## config.mk

```make
export PLATFORM = sky130hd
export DESIGN_NAME = read_ahead_pipe
export DESIGN_NICKNAME = d
export VERILOG_FILES = /design/src/rtl/rap_pkg.sv /design/src/rtl/rap_datapath.sv /design/src/rtl/rap_ctrl.sv /design/src/rtl/read_ahead_pipe.sv
export SDC_FILE = /design/constraint.sdc
export NUM_CORES = 1
export LEC_CHECK = 0
export BUFFER_PORTS_ARGS = -buffer_cell sky130_fd_sc_hd__buf_2
export CORE_ASPECT_RATIO = 1.4
export CORE_MARGIN = 3
export CORE_UTILIZATION = 30
export CTS_CLUSTER_SIZE = 14
export DETAILED_ROUTE_END_ITERATION = 10
export PLACE_DENSITY = 0.52
export SLEW_MARGIN = 20
export SYNTH_ARGS = -nofsm -noshare
export SYNTH_HDL_FRONTEND = slang
export SYNTH_SLANG_ARGS = --single-unit
```

## constraint.sdc

```tcl
create_clock -name clk -period 7.75 [get_ports clk]
set_input_delay 0.775 -clock clk [delete_from_list [all_inputs] [get_ports clk]]
set_output_delay 0.775 -clock clk [all_outputs]
set_load 0.01 [all_outputs]
```

## src/rtl/rap_pkg.sv

```systemverilog
package rap_pkg;
  typedef struct packed {
    logic push;
    logic pop;
    logic flush;
  } pipeStrobes_t;
endpackage

```

## src/rtl/rap_datapath.sv

```systemverilog
module rap_datapath
  import rap_pkg::*;
#(
  parameter int DATA_W = 64,
  parameter int DEPTH  = 3,
  parameter int CNT_W  = $clog2(DEPTH + 1)
) (
  input  logic              clk,
  input  logic              rstN,
  input  pipeStrobes_t      ctl,
  input  logic [DATA_W-1:0] dataIn,
  output logic [DATA_W-1:0] head,
  output logic [CNT_W-1:0]  count,
  output logic              empty
);
  localparam int PTR_W = (DEPTH > 1) ? $clog2(DEPTH) : 1;

  logic [PTR_W-1:0]  wrPtr, rdPtr;
  logic [DATA_W-1:0] entryArr [DEPTH];
  logic              doPush, doPop;

  assign doPush = ctl.push && !ctl.flush;
  assign doPop  = ctl.pop && !ctl.flush;

  function automatic logic [PTR_W-1:0] nextPtr(input logic [PTR_W-1:0] p);
    if (p == PTR_W'(DEPTH - 1)) return '0;
    return p + 1'b1;
  endfunction

  for (genvar i = 0; i < DEPTH; i++) begin : gEntry
    logic [DATA_W-1:0] q;
    always_ff @(posedge clk) begin
      if (doPush && wrPtr == PTR_W'(i)) q <= dataIn;
    end
    assign entryArr[i] = q;
  end

  always_ff @(posedge clk) begin
    if (!rstN || ctl.flush) begin
      wrPtr <= '0;
      rdPtr <= '0;
      count <= '0;
    end else begin
      if (doPush) wrPtr <= nextPtr(wrPtr);
      if (doPop)  rdPtr <= nextPtr(rdPtr);
      case ({doPush, doPop})
        2'b10:   count <= count + 1'b1;
        2'b01:   count <= count - 1'b1;
        default: count <= count;
      endcase
    end
  end

  assign head  = entryArr[rdPtr];
  assign empty = (count == '0);


  no_overflow_chk: assert property (@(posedge clk) disable iff (!rstN)
    !(doPush && !doPop && count == CNT_W'(DEPTH)));


  no_underflow_chk: assert property (@(posedge clk) disable iff (!rstN)
    !(doPop && count == '0));
endmodule

```

## src/rtl/rap_ctrl.sv

```systemverilog
module rap_ctrl
  import rap_pkg::*;
#(
  parameter int DEPTH = 3,
  parameter int CNT_W = $clog2(DEPTH + 1)
) (
  input  logic             clk,
  input  logic             rstN,
  input  logic             claimed,
  input  logic             frameOn,
  input  logic             localReady,
  input  logic             busIrdy,
  input  logic [CNT_W-1:0] count,
  input  logic             empty,
  output logic             localAck,
  output logic             localXfer,
  output logic             busTrdy,
  output pipeStrobes_t     ctl
);
  localparam int SUM_W = CNT_W + 2;

  logic             allowQ, strobeQ, takeNow;
  logic [SUM_W-1:0] occNext, need;

  assign localAck  = claimed && frameOn && allowQ;
  assign takeNow   = localReady && localAck;
  assign localXfer = strobeQ;
  assign busTrdy   = claimed && !empty;

  assign ctl.flush = !claimed;
  assign ctl.push  = strobeQ && claimed;
  assign ctl.pop   = busTrdy && busIrdy;

  always_comb begin
    occNext = SUM_W'(count) + SUM_W'(ctl.push) - SUM_W'(ctl.pop);
    need    = occNext + SUM_W'(takeNow) + SUM_W'(1);
  end

  always_ff @(posedge clk) begin
    if (!rstN || !claimed) begin
      allowQ  <= 1'b1;
      strobeQ <= 1'b0;
    end else begin
      allowQ  <= (need <= SUM_W'(DEPTH));
      strobeQ <= takeNow;
    end
  end


  ack_gate_chk: assert property (@(posedge clk) disable iff (!rstN)
    localAck |-> (claimed && frameOn));


  ack_on_claim_chk: assert property (@(posedge clk) disable iff (!rstN)
    (claimed && frameOn && !$past(claimed)) |-> localAck);


  xfer_origin_chk: assert property (@(posedge clk) disable iff (!rstN)
    localXfer |-> $past(localReady && localAck));


  flush_chk: assert property (@(posedge clk) disable iff (!rstN)
    $past(!claimed) |-> !busTrdy);
endmodule

```

## src/rtl/read_ahead_pipe.sv

```systemverilog
module read_ahead_pipe
  import rap_pkg::*;
#(
  parameter int DATA_W = 64,
  parameter int DEPTH  = 3
) (
  input  logic              clk,
  input  logic              rstN,
  input  logic              claimed,
  input  logic              frameOn,
  input  logic              localReady,
  input  logic [DATA_W-1:0] localData,
  output logic              localAck,
  output logic              localXfer,
  input  logic              busIrdy,
  output logic [DATA_W-1:0] busAd,
  output logic              busTrdy
);
  localparam int CNT_W = $clog2(DEPTH + 1);

  pipeStrobes_t      ctl;
  logic [CNT_W-1:0]  count;
  logic              empty;
  logic [DATA_W-1:0] head;

  rap_ctrl #(.DEPTH(DEPTH), .CNT_W(CNT_W)) uCtrl (
    .clk(clk), .rstN(rstN), .claimed(claimed), .frameOn(frameOn),
    .localReady(localReady), .busIrdy(busIrdy), .count(count), .empty(empty),
    .localAck(localAck), .localXfer(localXfer), .busTrdy(busTrdy), .ctl(ctl)
  );

  rap_datapath #(.DATA_W(DATA_W), .DEPTH(DEPTH), .CNT_W(CNT_W)) uData (
    .clk(clk), .rstN(rstN), .ctl(ctl), .dataIn(localData),
    .head(head), .count(count), .empty(empty)
  );

  assign busAd = busTrdy ? head : '0;


  wait_hold_chk: assert property (@(posedge clk) disable iff (!rstN)
    (claimed && $past(claimed && busTrdy && !busIrdy)) |->
      (busTrdy && busAd == $past(busAd)));
endmodule

```

==> results of run 1 <==
==> worst max path at each step <==
stage                   start              endpoint  slack, ns
2_1_floorplan         claimed  uData.gEntry[1].q[0]       1.57
3_3_place_gp   uData.rdPtr[0]             busAd[57]       4.65
3_5_place_dp   uData.rdPtr[0]             busAd[57]       4.61
4_1_cts        uData.rdPtr[0]             busAd[57]       4.12
5_1_grt        uData.rdPtr[0]             busAd[31]       4.01
6_report       uData.rdPtr[0]             busAd[27]       4.24
==> worst max-delay path, delay by kind of cell (launching register included) <==
| family | cells | cell delay [ns] |
|---|---|---|
| AOI/OAI and AO/OA | 1 | 0.27 |
| and+or+nand+nor | 2 | 0.27 |
| DFF | 1 | 0.53 |
| buffers and inverters | 3 | 1.21 |
==> per-layer routing <==
metal	wire, µm	track usage
met2	9330	0.225
met4	201	0.0405
met1	6640	0.129
met3	621	0.0244
met5	0	0
==> placed cells by master (no fill, tap or decap), drive strengths merged, types with 4 or more instances in the layout <==
cell | netlist | routed
or2 | 64 | 64
inv | 4 | 11
dfxtp | 8 | 8
nor2 | 5 | 5
clkinv | 0 | 5
clkbuf | 9 | 17
a21oi | 68 | 68
edfxtp | 192 | 192
ha | 4 | 4
buf | 20 | 146
mux2i | 65 | 65
nand2 | 71 | 71
==> area by class of cell <==
class	instances	area [µm²]	share of cell area
flip-flops and latches	200	5930	0.623
clock inverters	14	114	0.0120
diodes	1	2.50	0.000263
well taps	324	405	0.0426
inverters	4	15.0	0.00158
multi-input cells	293	1870	0.197
repair buffers	146	756	0.0794
clock buffers	17	425	0.0447
==> state kept, by name (all words and copies together), names as in the netlist <==
name / count
uData.rdPtr: 2
uData.gEntry.q: 192
uCtrl.localXfer: 1
uCtrl.allowQ: 1
uData.wrPtr: 2
uData.count: 2
==> power by group <==
part | internal [mW] | switching, mW
clock network | 0.417 | 0.397
registers | 1.19 | 0.00143
logic | 0.0177 | 0.0236
==> kinds of logic after synthesis <==
logic type                 share of synthesized area
AOI/OAI and AO/OA                             0.0456
DFF                                            0.742
adders and majority gates                    0.00627
xor gates and xnor gates                     0.00219
muxes                                         0.0829
and+or+nand+nor                               0.0934
buffers and inverters                         0.0277
==> impl_metrics.toml, run 1 <==
[run_status]
status = "finished, final reports clean"

[worst_setup_path]
r2r-start = "uData.rdPtr[0]"
rrSetupSlack_ns = 5.79
critPathCaptureType = "primary output"
required_ns = 6.97
ff2ff_path_depth = 3
cp-start-kind = "flip-flop"
cpMostUsedCell = "buf_4"
cpPeakStageDelay_ns = 0.61
cp_slowest_cell = "buf_4"
critPathArrivalTime_ns = 2.73
setup.worst_path.class = "flip-flop to primary output"
path_max_fanout = 64
r2r_end = "uData.rdPtr[1]"
worstPathCellList = "buf_4 -> nor2b_4 -> buf_4 -> nand2_1 -> a21oi_1 -> buf_2"

[logic_synthesis]
synth_edf_count = 192
synth_top_cells_by_count = "edfxtp_1, nand2_1, a21oi_1, mux2i_1, or2_2"
syn-cell-area_um2 = 7990
synth_most_common_cell = "edfxtp_1"
ys_seq_area_frac = 0.742
synth.distinct_cells = 28
yosys.area.top_type_share = 0.722
syn_inst = 526
ys_ff_latch = 200
synth_area_leaders = "edfxtp_1, mux2i_1, a21oi_1, nand2_1, or2_2"
synth_warnings = 0
avgSynthCellArea_um2 = 15.2
syn_nets = 600
synth_area_leader_cell = "edfxtp_1"
synth_async_sr_flop_share = 0
ys.flop_type = "edfxtp_1"

[clock_tree]
clkTransAtPathRegs_ns = 0.07
clockRootBuffer = "clkbuf_16"
clockBufferDepth = 2
post_cts_buffers = 0
cts_tree = "done"
hold_buffers = 0
clk_latency_ns = 0.43
cts_htree_levels = 4
cts_inserted_buffers = 17
cts.sinks = 200
cts_resized = 0

[routing]
drt-vias-per-instance = 4.50
drc = 0
drtIter0Drc = 189
ant_nets = 0
wirelength_um = 16800
firstDrtPassIters = 6
num_vias = 4498
wl_per_cell_um = 16.8

[worst_hold_path]
min_path_cells = 2
hold_class = "input pin to flip-flop"
hold_start = "localReady"
hold_path_end = "uCtrl.allowQ"

[timing]
tightest_slew_ns = 0.754
relSlewSlack = 0.497
period_needed_ns = 3.51
min_period_over_period = 0.452
hold_viol = 0
fin_ws_ns = 4.24
rsz0062_at_grt = "no"
setup-tns-final_ns = 0
finalSetupViolations = 0
max_clock_freq_ghz = 0.285
finalClockSkew_ns = 0.0102
slew_viol_final = 0
fin_hold_ws_ns = 0.536

[finish]
finalCoreUtilization = 0.364
stdcell_count = 999
final_nets = 736
drive_gt1_frac = 0.328
area_delta_synth_final_pct = 19.2
nFillCells = 2517
final_area_um2 = 9520

[die]
row_count = 70
die_h_um = 199
start_util = 0.305
die_x_um = 144
dieArea_um2 = 28600
io_pins = 137
core_um2 = 26200

[placed_design]
post-place-ws_ns = 4.61
placed_cell_area_um2 = 8980
placed_cells = 967
io_buffers = 136
dp_hpwl_um = 10800
gp_congestion = 0.754

[power_and_ir_drop]
p_leak_nw = 3.28
p_total_mw = 2.04
p_per_area_nw_per_um2 = 215
peakVddDrop_uv = 142

[global_route]
overflow = 0
antenna_found_initial = 1
grt_max_degree = 68
track_usage = 0.118
grt_pass1_wl_um = 25800
first_global_vias = 4801

[job]
max_cap_violations = 0
Note: power is estimated with default switching activity, not from simulation.
==> run 2: changes to the inputs <==
--- a/config.mk
+++ b/config.mk
@@ -11,7 +11,7 @@
 export CORE_UTILIZATION = 30
 export CTS_CLUSTER_SIZE = 14
 export DETAILED_ROUTE_END_ITERATION = 10
-export PLACE_DENSITY = 0.52
+export PLACE_DENSITY = 0.54
 export SLEW_MARGIN = 20
 export SYNTH_ARGS = -nofsm -noshare
 export SYNTH_HDL_FRONTEND = slang
==> constraint.sdc (replaced) <==
create_clock -name clk -period 3.1 [get_ports clk]
set_input_delay 0.31 -clock clk [delete_from_list [all_inputs] [get_ports clk]]
set_output_delay 0.31 -clock clk [all_outputs]
set_load 0.01 [all_outputs]
==> run 2 against run 1 <==
Global-route usage about the same. Combinational power increased by 150%. Sequential power increased by 150%. Flip-flop and latch count unchanged. Die area is the same. Sequential share of layout area down 0.76 points. Wire length up 0.33%. Cell count up 0.50%. Power grew to 2.6 times the previous value.
==> impl_metrics.toml, run 2 (same netlist as run 1, synthesis figures left out) <==
[global_route]
overflow = 0
antenna_found_initial = 0
first_global_vias = 4524
grt_max_degree = 43
track_usage = 0.118
grt_pass1_wl_um = 25200

[placed_design]
io_buffers = 136
post-place-ws_ns = 0.902
gp_congestion = 0.713
placed_cell_area_um2 = 9060
dp_hpwl_um = 10500
placed_cells = 972

[routing]
wirelength_um = 16900
drt-vias-per-instance = 4.52
wl_per_cell_um = 16.8
firstDrtPassIters = 4
drc = 0
ant_nets = 0
drtIter0Drc = 224
num_vias = 4534

[worst_hold_path]
hold_start = "localData[47]"
hold_class = "input pin to flip-flop"

[clock_tree]
cts_tree = "done"
hold_buffers = 0
cts.sinks = 200
clkTransAtPathRegs_ns = 0.07
cts_inserted_buffers = 17
cts_htree_levels = 4
clk_latency_ns = 0.43
cts_resized = 0
clockRootBuffer = "clkbuf_16"
post_cts_buffers = 0
clockBufferDepth = 2

[worst_setup_path]
worstPathCellList = "buf_12 -> mux2i_1 -> or2_2 -> a21oi_1 -> buf_2"
cp-start-kind = "flip-flop"
startpoint = "uData.rdPtr[0]"
critPathArrivalTime_ns = 2.28
required_ns = 2.79
critPathCaptureType = "primary output"
cp_slowest_cell = "dfxtp_4"
setup.worst_path.class = "flip-flop to primary output"
cpPeakStageDelay_ns = 0.82
path_max_fanout = 38
r2r-start = "uData.count[0]"

[timing]
slew_viol_final = 0
period_needed_ns = 2.59
finalSetupViolations = 0
relSlewSlack = 0.359
tightest_slew_ns = 0.958
max_clock_freq_ghz = 0.386
fin_ws_ns = 0.506
finalClockSkew_ns = 0.0120
rsz0062_at_grt = "no"
setup-tns-final_ns = 0
min_period_over_period = 0.837
hold_viol = 0

[die]
die_x_um = 144
start_util = 0.305
io_pins = 137
row_count = 70
die_h_um = 199
core_um2 = 26200
dieArea_um2 = 28600

[finish]
area_delta_synth_final_pct = 20.7
stdcell_count = 1004
area.sequential_um2 = 5930
n_antenna_cell = 0
final_common_cell = "edfxtp_1"
mostFrequentLayoutCells = "edfxtp_1, buf_2, nand2_1, a21oi_1, mux2i_1"
final_area_um2 = 9640
nFillCells = 2514
top_register = "uData.gEntry.q"
multi_input_area_um2 = 1890
largest_reg_flops = 192
drive_gt1_frac = 0.331
final_nets = 741

[run_status]
status = "finished, final reports clean"

[power_and_ir_drop]
peakVddDrop_uv = 369
p_leak_nw = 3.32
p_total_mw = 5.26
p_per_area_nw_per_um2 = 546

[job]
max_cap_violations = 0
run 2: cell types whose count changed in the layout (fill, tap and decap cells not counted), sizes merged:
| cell | change |
|---|---|
| buf | +5 |
| clkinvlp | +1 |
| inv | -7 |
| clkbuf | +4 |
| bufinv | +2 |
| diode | -1 |
| clkinv | +1 |
run 2: area by class of cell:
class / instances / area share
clock buffers: 21 / 0.0467
clock inverters: 11 / 0.0132
inverters: 4 / 0.00156
multi-input cells: 293 / 0.196
flip-flops and latches: 200 / 0.615
well taps: 324 / 0.0421
repair buffers: 151 / 0.0849
run 2: report_power, final:
part	internal, mW	leakage [nW]	switching [mW]
Combinational	0.0448	1.25	0.0579
Clock	1.21	0.273	0.974
Sequential	2.97	1.79	0.00380
run 2: stage by stage:
step | hold slack [ns] | util
after floorplan | 0.409 | -
after global placement | 0.510 | 0.346
final | 0.0714 | 0.368
after detailed placement | 0.513 | 0.346
after CTS | 0.0348 | 0.368
after global routing | 0.0521 | 0.368
run 2: layer usage:
layer	track usage	vias up	share of wire
li1	-	2198	-
met1	0.136	2210	0.41
met2	0.207	102	0.52
met3	0.0215	24	0.032
met4	0.0632	0	0.032
met5	0	-	0
run 2: critical path: cells and delay by family (launching register included):
| family | cells | cell delay [ns] |
|---|---|---|
| muxes | 1 | 0.09 |
| AOI/OAI and AO/OA | 1 | 0.21 |
| and+or+nand+nor | 1 | 0.27 |
| buffers and inverters | 2 | 0.46 |
| DFF | 1 | 0.82 |
run 2: worst paths after layout:
kind	cells after the start	to	slack [ns]
hold reg to reg	2	uData.count[1]	0.57
setup reg to reg	5	uData.count[1]	1.25
setup / recovery	5	busAd[63]	0.51
hold / removal	1	uData.gEntry[2].q[47]	0.07
